### config.mk
export PLATFORM = sky130hd
export DESIGN_NAME = status_flag_unit
export DESIGN_NICKNAME = d
export VERILOG_FILES = /design/src/rtl/sfu_pkg.sv /design/src/rtl/sfu_arith_flags.sv /design/src/rtl/sfu_parity.sv /design/src/rtl/sfu_pack.sv /design/src/rtl/status_flag_unit.sv
export SDC_FILE = /design/constraint.sdc
export NUM_CORES = 1
export LEC_CHECK = 0
export BUFFER_PORTS_ARGS = -buffer_cell sky130_fd_sc_hd__clkbuf_2
export CELL_PAD_IN_SITES_DETAIL_PLACEMENT = 1
export CELL_PAD_IN_SITES_GLOBAL_PLACEMENT = 1
export CORE_UTILIZATION = 19
export CTS_CLUSTER_DIAMETER = 30
export DETAILED_ROUTE_END_ITERATION = 10
export GPL_TIMING_DRIVEN = 1
export PLACE_DENSITY_LB_ADDON = 0.3
export SLEW_MARGIN = 15
export SYNTH_ARGS = -nofsm -noshare
export SYNTH_HDL_FRONTEND = slang
export SYNTH_SLANG_ARGS = --single-unit
export TNS_END_PERCENT = 50
### constraint.sdc
create_clock -name clk -period 2.7 [get_ports clk]
set_input_delay 0.81 -clock clk [delete_from_list [all_inputs] [get_ports clk]]
set_output_delay 0.81 -clock clk [all_outputs]
set_load 0.05 [all_outputs]
### src/rtl/sfu_pkg.sv
package sfu_pkg;

    localparam int FLAGS_W = 16;

    localparam int POS_CARRY  = 0;
    localparam int POS_ONE    = 1;
    localparam int POS_PARITY = 2;
    localparam int POS_AUX    = 4;
    localparam int POS_ZERO   = 6;
    localparam int POS_SIGN   = 7;
    localparam int POS_OVF    = 11;

    localparam logic [FLAGS_W-1:0] LIVE_MASK =
        (16'h1 << POS_CARRY) | (16'h1 << POS_PARITY) | (16'h1 << POS_AUX) |
        (16'h1 << POS_ZERO)  | (16'h1 << POS_SIGN)   | (16'h1 << POS_OVF);
    localparam logic [FLAGS_W-1:0] FIXED_ONES = 16'h1 << POS_ONE;

    typedef enum logic [2:0] {
        OP_ADD  = 3'd0,
        OP_SUB  = 3'd1,
        OP_AND  = 3'd2,
        OP_OR   = 3'd3,
        OP_XOR  = 3'd4,
        OP_MOV  = 3'd5,
        OP_RSV6 = 3'd6,
        OP_RSV7 = 3'd7
    } op_kind_e;

    typedef struct packed {
        logic ovf;
        logic sign;
        logic zero;
        logic aux;
        logic parity;
        logic carry;
    } flag_set_t;

    localparam flag_set_t FLAGS_RESET = '0;

endpackage

### src/rtl/sfu_arith_flags.sv
module sfu_arith_flags #(
    parameter int DATA_W  = 16,
    parameter int NIBBLE  = 4
) (
    input  logic [DATA_W-1:0] opa,
    input  logic [DATA_W-1:0] opb,
    input  logic [DATA_W-1:0] res,
    input  logic              is_sub,
    output logic              carry_out,
    output logic              aux_out,
    output logic              ovf_out
);
    localparam int MSB = DATA_W - 1;

    // carry (or borrow) entering each bit position, recovered from a ^ b ^ r
    logic [DATA_W-1:0] into_bit;
    logic              msb_prop;

    always_comb begin
        into_bit  = opa ^ opb ^ res;
        msb_prop  = opa[MSB] ^ opb[MSB];
        if (is_sub)
            carry_out = (~opa[MSB] & opb[MSB]) | (~msb_prop & into_bit[MSB]);
        else
            carry_out = (opa[MSB] & opb[MSB]) | (msb_prop & into_bit[MSB]);
        aux_out = into_bit[NIBBLE];
        ovf_out = into_bit[MSB] ^ carry_out;
    end

endmodule

### src/rtl/sfu_parity.sv
module sfu_parity #(
    parameter int DATA_W = 16,
    parameter int SPAN   = 8
) (
    input  logic [DATA_W-1:0] value,
    output logic              even
);
    localparam int PW = (DATA_W < SPAN) ? DATA_W : SPAN;

    logic [PW:0] chain;
    assign chain[0] = 1'b0;

    genvar i;
    generate
        for (i = 0; i < PW; i++) begin : g_chain
            assign chain[i+1] = chain[i] ^ value[i];
        end
    endgenerate

    assign even = ~chain[PW];

endmodule

### src/rtl/sfu_pack.sv
module sfu_pack
    import sfu_pkg::*;
(
    input  flag_set_t            flags,
    output logic [FLAGS_W-1:0]   word
);
    always_comb begin
        word             = FIXED_ONES;
        word[POS_CARRY]  = flags.carry;
        word[POS_PARITY] = flags.parity;
        word[POS_AUX]    = flags.aux;
        word[POS_ZERO]   = flags.zero;
        word[POS_SIGN]   = flags.sign;
        word[POS_OVF]    = flags.ovf;
    end

endmodule

### src/rtl/status_flag_unit.sv
module status_flag_unit
    import sfu_pkg::*;
#(
    parameter int DATA_W = 16
) (
    input  logic              clk,
    input  logic              rst_n,
    input  logic              op_valid,
    input  logic [2:0]        op_code,
    input  logic [DATA_W-1:0] src_a,
    input  logic [DATA_W-1:0] src_b,
    input  logic [DATA_W-1:0] res_in,
    output logic [15:0]       flags_word
);
    localparam int MSB = DATA_W - 1;

    flag_set_t flags_d, flags_q;
    op_kind_e  kind;
    logic      ar_carry, ar_aux, ar_ovf, par_even;

    assign kind = op_kind_e'(op_code);

    sfu_arith_flags #(.DATA_W(DATA_W), .NIBBLE(4)) u_arith (
        .opa       (src_a),
        .opb       (src_b),
        .res       (res_in),
        .is_sub    (kind == OP_SUB),
        .carry_out (ar_carry),
        .aux_out   (ar_aux),
        .ovf_out   (ar_ovf)
    );

    sfu_parity #(.DATA_W(DATA_W), .SPAN(8)) u_parity (
        .value (res_in),
        .even  (par_even)
    );

    always_comb begin
        flags_d = flags_q;
        if (op_valid) begin
            case (kind)
                OP_ADD, OP_SUB: begin
                    flags_d.carry  = ar_carry;
                    flags_d.aux    = ar_aux;
                    flags_d.ovf    = ar_ovf;
                    flags_d.parity = par_even;
                    flags_d.zero   = (res_in == '0);
                    flags_d.sign   = res_in[MSB];
                end
                OP_AND, OP_OR, OP_XOR: begin
                    flags_d.carry  = 1'b0;
                    flags_d.aux    = 1'b0;
                    flags_d.ovf    = 1'b0;
                    flags_d.parity = par_even;
                    flags_d.zero   = (res_in == '0);
                    flags_d.sign   = res_in[MSB];
                end
                default: ;
            endcase
        end
    end

    always_ff @(posedge clk) begin
        if (!rst_n) flags_q <= FLAGS_RESET;
        else        flags_q <= flags_d;
    end

    sfu_pack u_pack (
        .flags (flags_q),
        .word  (flags_word)
    );

endmodule

==> metrics.md, run 1 <==
| Metric | Value |
|---|---|
| First-pass GRT wire length | 1900 um |
| Proportion of layout cells with a drive suffix above 1 | 0.378 |
| Hpwl dp | 1050 um |
| Worst-path cell chain | clkbuf_2 > inv_1 > fa_1 > mux2i_1 > xor2_1 > a22oi_1 > nor2b_1 |
| Layout Skew | 0 ns |
| Leak | 0.332 nW |
| Core footprint | 2480 um^2 |
| Post-Syn Instances | 58 |
| Setup bufs post-CTS | 0 |
| Worst Hold Class | register to register |
| Max FO, Critical Path | 2 |
| CP arrival | 2.01 ns |
| Grt total ovfl | 0 |
| Gr usage total | 0.0954 |
| Final Critical Period | 1.82 ns |
| Top cells by area, synth | dfxtp_1 (24%), buf_4 (15%), xnor2_1 (11%) |
| Worst-path clk slew | 0.05 ns |
| Synth-to-Final Area Change | 34.4% |
| Dominant cell type by area after synthesis | dfxtp_1 |
| Hold-fix buffers at CTS | 0 |
| Routed WL per cell | 9.63 um |
| Critical Path RT | 2.88 ns |
| CP max stage cell | fa_1 |
| End of the critical path | flags_q[5] |
| Max clock buf depth | 2 |
| R2R Path End | flags_q[5] |
| R2R depth | 2 |
| Number of DRC markers in iteration 0 | 2 |
| Via count | 489 |
| Die height | 53 um |
| Final worst path period share | 0.674 |
| Crit Path Class | primary input to register |
| Worst vdd ir | 0.265 mV |
| Row cnt | 18 |
| Critical path capture point type | register |
| Max-slew violations | 0 |
| Drt drc | 2 |
| Slowest Stage Delay on Critical Path | 0.41 ns |
| Largest net degree at the start of global routing | 7 |
| Pwr dens | 452 nW/um^2 |
| Antenna diode instance count | 0 |
| Unrepaired setup endpoints after global routing | no |
| Port bufs | 31 |
| Most frequent cells in the layout | clkbuf_2 (31), conb_1 (10), xnor2_1 (6), dfxtp_1 (6) |
| Yosys reg bits | 6 |
| Largest register FFs | 6 |
| Io pins | 70 |
| Max Freq | 549 MHz |
| Status | finished with violations |
| # fillers | 329 |
| Post-Syn Area | 494 um^2 |
| Vias in the first global route | 480 |
| Register area share after synthesis | 0.243 |
| Synthesized area per cell | 8.52 um^2 |
| Hold Fails Final Rpt | 0 |
| Drt first pass iters | 6 |
| CTS resizes | 0 |
| Commonest non-fill, non-tap cell in the layout | clkbuf_2 |
| Drt via density | 4.08 |
| Startpoint Class | primary input |
| Yosys cell types | 21 |
| Max H-tree Level | 1 |
| Final layout net count | 149 |
| Worst reg-to-reg setup slack | 2.05 ns |
| Failing checks | DRC |
| CTS buffer count | 3 |
| Worst skew pair latency | 0.25 ns |
| CTS Root Cell | clkbuf_4 |
| Synth top area share | 0.243 |
| Clock sinks | 6 |
| Largest reg by FF count | flags_q |
| Total of max-cap violations | 0 |
| Die area | 2810 um^2 |
| Endpoints failing setup | 0 |
| Antenna violations before repair | 0 |
| Starting Density | 0.199 |
| Crit path launch | src_a[15] |
| CTS tree | built |
| Final ANT Viol Nets | 0 |
| GP Congestion | 0.665 |
| Post-DP Area | 642 um^2 |
| R2r startpoint | flags_q[5] |
| Top Registers | flags_q x6 |
| Final Routed Wirelength | 1160 um |
| Final instance area | 664 um^2 |
| Die W | 53 um |
| Post-route setup TNS | 0 ns |
| Synthesis Warnings | 0 |
==> layout make-up <==
cell class                 instances  area, um^2  share of cell area
sequential                         6         120               0.181
timing repair buffer              31         155               0.234
multi-input combinational         46         314               0.473
tap                               30        37.5              0.0565
clock buffer                       3        22.5              0.0339
inverter                           4        15.0              0.0226
==> cell families (layout without fill, tap and decap cells) <==
logic type               Yosys count  in the layout  share of synthesized area
adder cells (fa/ha/maj)            3              3                      0.106
AO/OA/AOI/OAI                      9              9                      0.106
flip-flops                         6              6                      0.243
AND/OR/NAND/NOR                   14             14                      0.167
buffers and inverters             14             38                      0.182
multiplexers                       1              1                     0.0203
other                              2             10                     0.0152
XOR/XNOR                           9              9                      0.160
==> worst max-delay path, delay by kind of cell <==
family          cells  cell delay (ns)
xor+xnor            1             0.19
simple gates        1             0.12
fa+ha+maj           1             0.41
mux                 1             0.22
buf+inv             2             0.17
compound gates      1             0.08
==> cells in the mapped netlist, drive strengths merged <==
library cell,instances
inv,4
xnor2,6
nor4,2
conb,2
nor2b,4
and2,1
nand2,3
nand4,1
a21boi,1
fa,2
dfxtp,6
xor2,3
mux2i,1
nor3,1
nor4b,1
o21ai,3
a22oi,2
nor3b,1
ha,1
buf,10
a21oi,3
==> report_power, final <==
part	internal (mW)	switching, mW
logic	0.0397	0.0812
clock network	0.0503	0.0321
registers	0.0941	0.00262
total	0.184	0.116
==> worst min path at each step <==
| stage | start | end | depth (start not counted) |
|---|---|---|---|
| after floorplan | flags_q[4] | flags_q[4] | 2 |
| after global placement | flags_q[4] | flags_q[4] | 2 |
| after detailed placement | flags_q[4] | flags_q[4] | 2 |
| after CTS | flags_q[4] | flags_q[4] | 2 |
| after global routing | flags_q[4] | flags_q[4] | 2 |
| final | flags_q[4] | flags_q[4] | 2 |
==> per-stage QoR <==
step	utilization	total power, mW	hold WS, ns	worst slack (ns)	std cells
global placement	0.259	0.219	0.462	0.644	117
CTS	0.268	0.306	0.479	0.874	120
global route	0.268	0.323	0.528	0.752	120
finish	0.268	0.300	0.473	0.879	120
floorplan	-	0.196	0.675	0.854	66
detailed placement	0.259	0.221	0.471	0.618	117
==> metal layers <==
metal / vias up / track usage / part of all wire
li1: 238 / - / -
met1: 221 / 0.0973 / 0.38
met2: 30 / 0.177 / 0.50
met3: 0 / 0.0460 / 0.12
met4: 0 / 0.0132 / 0
met5: - / 0 / 0
(Power assumes the default switching activity.)
==> inputs of run 2 (changes only) <==
- ABC_AREA: unset -> 1
- clock period: 2.7 -> 1.8 ns (I/O delays scaled with it)
==> run 2 against run 1 <==
Compared with the run above: synthesized cell count grew 71%; the run now ends clean; flip-flop and latch count is the same; area after synthesis grew 24%; final area grew 20%.
==> metrics.md, run 2 <==
| Metric | Value |
|---|---|
| Worst skew pair latency | 0.24 ns |
| Unrepaired setup endpoints after global routing | no |
| GP Congestion | 0.736 |
| Worst vdd ir | 0.0981 mV |
| Ys async rst share | 0 |
| Io pins | 70 |
| Startpoint Class | primary input |
| Top cells by area, synth | dfxtp_1 (20%), nand2_1 (17%), buf_4 (12%) |
| CP arrival | 1.65 ns |
| Most frequent cells in the layout | clkbuf_2 (31), nand2_1 (27), inv_1 (20) |
| Largest register FFs | 6 |
| Grt total ovfl | 0 |
| Pre-CTS WS | 0.0768 ns |
| Synth-to-Final Area Change | 30.7% |
| Port bufs | 31 |
| Final Routed Wirelength | 1510 um |
| Post-Syn Instances | 99 |
| Die W | 58.7 um |
| Largest reg by FF count | flags_q |
| Register Area | 120 um^2 |
| Gr usage total | 0.0946 |
| Yosys reg bits | 6 |
| Pwr dens | 582 nW/um^2 |
| Status | finished, final reports clean |
| Post-synth EDFFs | 0 |
| Count leader, synth | nand2_1 |
| # fillers | 429 |
| Drt drc | 0 |
| Dominant cell type by area after synthesis | dfxtp_1 |
| Register area share after synthesis | 0.196 |
| Via count | 675 |
| Drt first pass iters | 4 |
| Commonest register cell after synthesis | dfxtp_1 |
| Layout Skew | 0 ns |
| Final Critical Period | 1.48 ns |
| Commonest cells in the netlist | nand2_1 (27), inv_1 (20), buf_4 (10) |
| Max Freq | 678 MHz |
| Setup bufs post-CTS | 0 |
| CTS tree | built |
| Yosys cell types | 19 |
| Commonest non-fill, non-tap cell in the layout | clkbuf_2 |
| Number of DRC markers in iteration 0 | 20 |
| Die height | 58.7 um |
| Final layout net count | 190 |
| Synthesized area per cell | 6.18 um^2 |
| Endpoints failing setup | 0 |
| Hpwl dp | 1390 um |
| Proportion of layout cells with a drive suffix above 1 | 0.282 |
| Critical Path RT | 1.97 ns |
| Post-route setup TNS | 0 ns |
| Critical path capture point type | register |
| Core footprint | 3050 um^2 |
| Max clock buf depth | 2 |
| Final instance area | 800 um^2 |
| Final worst path period share | 0.820 |
| Post-Syn Area | 612 um^2 |
| Synthesis Warnings | 0 |
| Leak | 0.471 nW |
| Antenna violations before repair | 0 |
| Total of max-cap violations | 0 |
| Post-DP Area | 777 um^2 |
| Largest net degree at the start of global routing | 8 |
| Max FO, Critical Path | 2 |
| CTS Root Cell | clkbuf_4 |
| CTS buffer count | 3 |
| Worst-path clk slew | 0.05 ns |
| Max-slew violations | 0 |
| Clock sinks | 6 |
| First-pass GRT wire length | 2510 um |
| Setup ws final | 0.324 ns |
| Multi-input gate area | 372 um^2 |
| Row cnt | 20 |
| Starting Density | 0.200 |
| Total power | 465 uW |
| Vias in the first global route | 662 |
| Antenna diode instance count | 0 |
| Synth top area share | 0.196 |
| Hold-fix buffers at CTS | 0 |
| Crit Path Class | primary input to register |
| Post-layout util | 0.262 |
| Drt via density | 3.86 |
| Final ANT Viol Nets | 0 |
| Worst Hold Class | register to register |
| Top Registers | flags_q x6 |
| Die area | 3450 um^2 |
| Routed WL per cell | 8.63 um |
| Max H-tree Level | 1 |
| Hold Fails Final Rpt | 0 |
| CTS resizes | 0 |
run 2: logic make-up after synthesis:
kind of cell,synth area share
adders and majority gates,0.0859
DFF,0.196
xor gates and xnor gates,0.0286
other,0.0123
AOI/OAI and AO/OA,0.100
buffers and inverters,0.245
and+or+nand+nor,0.331
run 2: layout make-up:
type	count	share of cell area
multi-input combinational	71	0.465
timing repair buffer	31	0.194
sequential	6	0.150
inverter	20	0.0939
tap	44	0.0689
clock buffer	3	0.0282
run 2: path summary, 6_finish.rpt:
check        startpoint          to  slack [ns]  cells past startpoint
max           src_a[15]  flags_q[5]        0.32                      8
min          flags_q[5]  flags_q[5]        0.47                      2
max reg2reg  flags_q[1]  flags_q[1]        1.15                      2
min reg2reg  flags_q[5]  flags_q[5]        0.47                      2
run 2: metrics by stage:
step | hold slack, ns | instances
after global routing | 0.501 | 175
after floorplan | 0.678 | 107
after CTS | 0.474 | 175
after global placement | 0.457 | 172
final | 0.470 | 175
after detailed placement | 0.466 | 172
run 2: worst max-delay path, cell delays in order:
cell,delay [ns]
clkbuf_2,0.11
inv_1,0.06
fa_1,0.44
inv_1,0.07
nand4_1,0.12
nand3b_1,0.10
nand3_1,0.08
a21oi_1,0.13
run 2: layer usage:
| layer | global-route usage | share of wire |
|---|---|---|
| met1 | 0.0948 | 0.40 |
| met2 | 0.179 | 0.51 |
| met3 | 0.0352 | 0.089 |
| met4 | 0.0306 | 0 |
| met5 | 0 | 0 |
run 2: report_power, final:
part	total [mW]	internal, mW	switching, mW
registers	0.145	0.141	0.00372
clock network	0.123	0.0754	0.0477
logic	0.197	0.0582	0.139
==> inputs of run 3 (changes only) <==
- ABC_AREA: 1 -> 0
- CORE_UTILIZATION: 19 -> 17
- clock period: 1.8 -> 1.4 ns (I/O delays scaled with it)
==> run 3 against run 2 <==
Compared with the run above: final cell count shrank 30%; utilization is 0.42 points lower; clock power rose by 27%; clock skew did not move; wire length down 18%; flip-flop and latch count is the same; sequential share of layout area up 1.9 points; total power up 28%; clock-buffer cell count unchanged; global-route usage down 0.99 points.
==> metrics.md, run 3 (synthesis results as in run 1) <==
| Metric | Value |
|---|---|
| Worst reg-to-reg setup slack | 0.75 ns |
| Core footprint | 2760 um^2 |
| Layout Skew | 0 ns |
| CTS tree | built |
| Clock sinks | 6 |
| R2R depth | 2 |
| Final worst path period share | 0.950 |
| Pwr dens | 838 nW/um^2 |
| CTS Root Cell | clkbuf_4 |
| End of the critical path | flags_q[5] |
| Final layout net count | 151 |
| Via count | 481 |
| Most Crowded Layer GR | met2 |
| Drt first pass iters | 3 |
| Hold Fails Final Rpt | 0 |
| CTS buffer count | 3 |
| Commonest non-fill, non-tap cell in the layout | clkbuf_2 |
| Largest register FFs | 6 |
| Most frequent cells in the layout | clkbuf_2 (30), conb_1 (10), xnor2_1 (6), dfxtp_1 (6), nor2b_1 (4) |
| Startpoint Class | primary input |
| Largest net degree at the start of global routing | 7 |
| Max clock buf depth | 2 |
| Antenna diode instance count | 0 |
| Max Freq | 751 MHz |
| Final instance area | 711 um^2 |
| Worst-path clk slew | 0.05 ns |
| Post-layout util | 0.258 |
| Antenna violations before repair | 0 |
| Grt total ovfl | 0 |
| Met2 Use GR | 0.146 |
| Hold-fix buffers at CTS | 0 |
| Drt via density | 3.91 |
| Setup ws final | 0.0693 ns |
| Post-DP Area | 656 um^2 |
| Port bufs | 31 |
| Max-slew violations | 0 |
| Met1 usage | 0.106 |
| # fillers | 350 |
| Final Critical Period | 1.33 ns |
| Min-delay src | rst_n |
| Die area | 3130 um^2 |
| Leak | 0.341 nW |
| Hpwl dp | 1120 um |
| Critical path capture point type | register |
| Starting Density | 0.179 |
| Io pins | 70 |
| Worst vdd ir | 0.494 mV |
| Die height | 55.9 um |
| Total power | 595 uW |
| Proportion of layout cells with a drive suffix above 1 | 0.435 |
| First-pass GRT wire length | 2130 um |
| Die W | 55.9 um |
| Max FO, Critical Path | 3 |
| Final Non-Filler Cells | 123 |
| Crit Path Class | primary input to register |
| Placed Instances | 119 |
| Row cnt | 19 |
| Crit path launch | res_in[15] |
| Number of DRC markers in iteration 0 | 3 |
| CP arrival | 1.51 ns |
| Critical Path RT | 1.58 ns |
| Final ANT Viol Nets | 0 |
| Pre-CTS WS | -0.304 ns |
| Max H-tree Level | 1 |
| Routed WL per cell | 10.1 um |
| R2R Path End | flags_q[5] |
| Largest reg by FF count | flags_q |
| Status | finished, final reports clean |
| Gr usage total | 0.0848 |
| Vias in the first global route | 527 |
| Met3 Use GR | 0.0279 |
| Final Routed Wirelength | 1250 um |
| Unrepaired setup endpoints after global routing | yes |
| Worst Hold Class | primary input to register |
| Worst skew pair latency | 0.24 ns |
| GP Congestion | 0.751 |
| Drt drc | 0 |
| Synth-to-Final Area Change | 43.8% |
| R2r startpoint | flags_q[5] |
| Endpoints failing setup | 0 |
| Total of max-cap violations | 0 |
| Top Registers | flags_q x6 |
## run 3: metal layers
metal / share of wire / vias up
li1: - / 240
met1: 0.44 / 212
met2: 0.47 / 29
met3: 0.091 / 0
met4: 0 / 0
met5: 0 / -
## run 3: where the power goes
group          switching (mW)  internal (mW)
combinational           0.163         0.0896
sequential            0.00504          0.182
clock                  0.0590         0.0968
## run 3: worst min-delay path by stage
stage / cells past startpoint / slack (ns) / to
6_report: 2 / 0.48 / flags_q[5]
5_1_grt: 2 / 0.50 / flags_q[4]
4_1_cts: 2 / 0.48 / flags_q[2]
3_5_place_dp: 2 / 0.48 / flags_q[4]
3_3_place_gp: 2 / 0.46 / flags_q[4]
2_1_floorplan: 1 / 0.55 / flags_q[0]
## run 3: layout make-up
cell class | count | area, um^2 | area share
multi-input combinational | 46 | 332 | 0.467
timing repair buffer | 33 | 180 | 0.254
sequential | 6 | 120 | 0.169
tap | 31 | 38.8 | 0.0546
clock buffer | 3 | 22.5 | 0.0317
inverter | 4 | 17.5 | 0.0246
## run 3: stage by stage
step | hold WS, ns | TNS (ns)
after floorplan | 0.548 | 0
after global placement | 0.464 | -0.295
after detailed placement | 0.484 | -0.485
after CTS | 0.477 | 0
after global routing | 0.504 | -0.00760
final | 0.479 | 0
## run 3: worst max-delay path, stage by stage
cell and delay (ns):
buf_8 0.09, inv_4 0.03, fa_2 0.39, mux2i_4 0.17, xor2_1 0.20, a22oi_1 0.09, nor2b_1 0.12
## run 3: what timing repair did
action | 4_1_cts | 5_1_grt
gates resized for setup | 3 | 5
setup buffers | 0 | 1
setup endpoints to repair | 1 | 1
pin swaps | 1 | 3
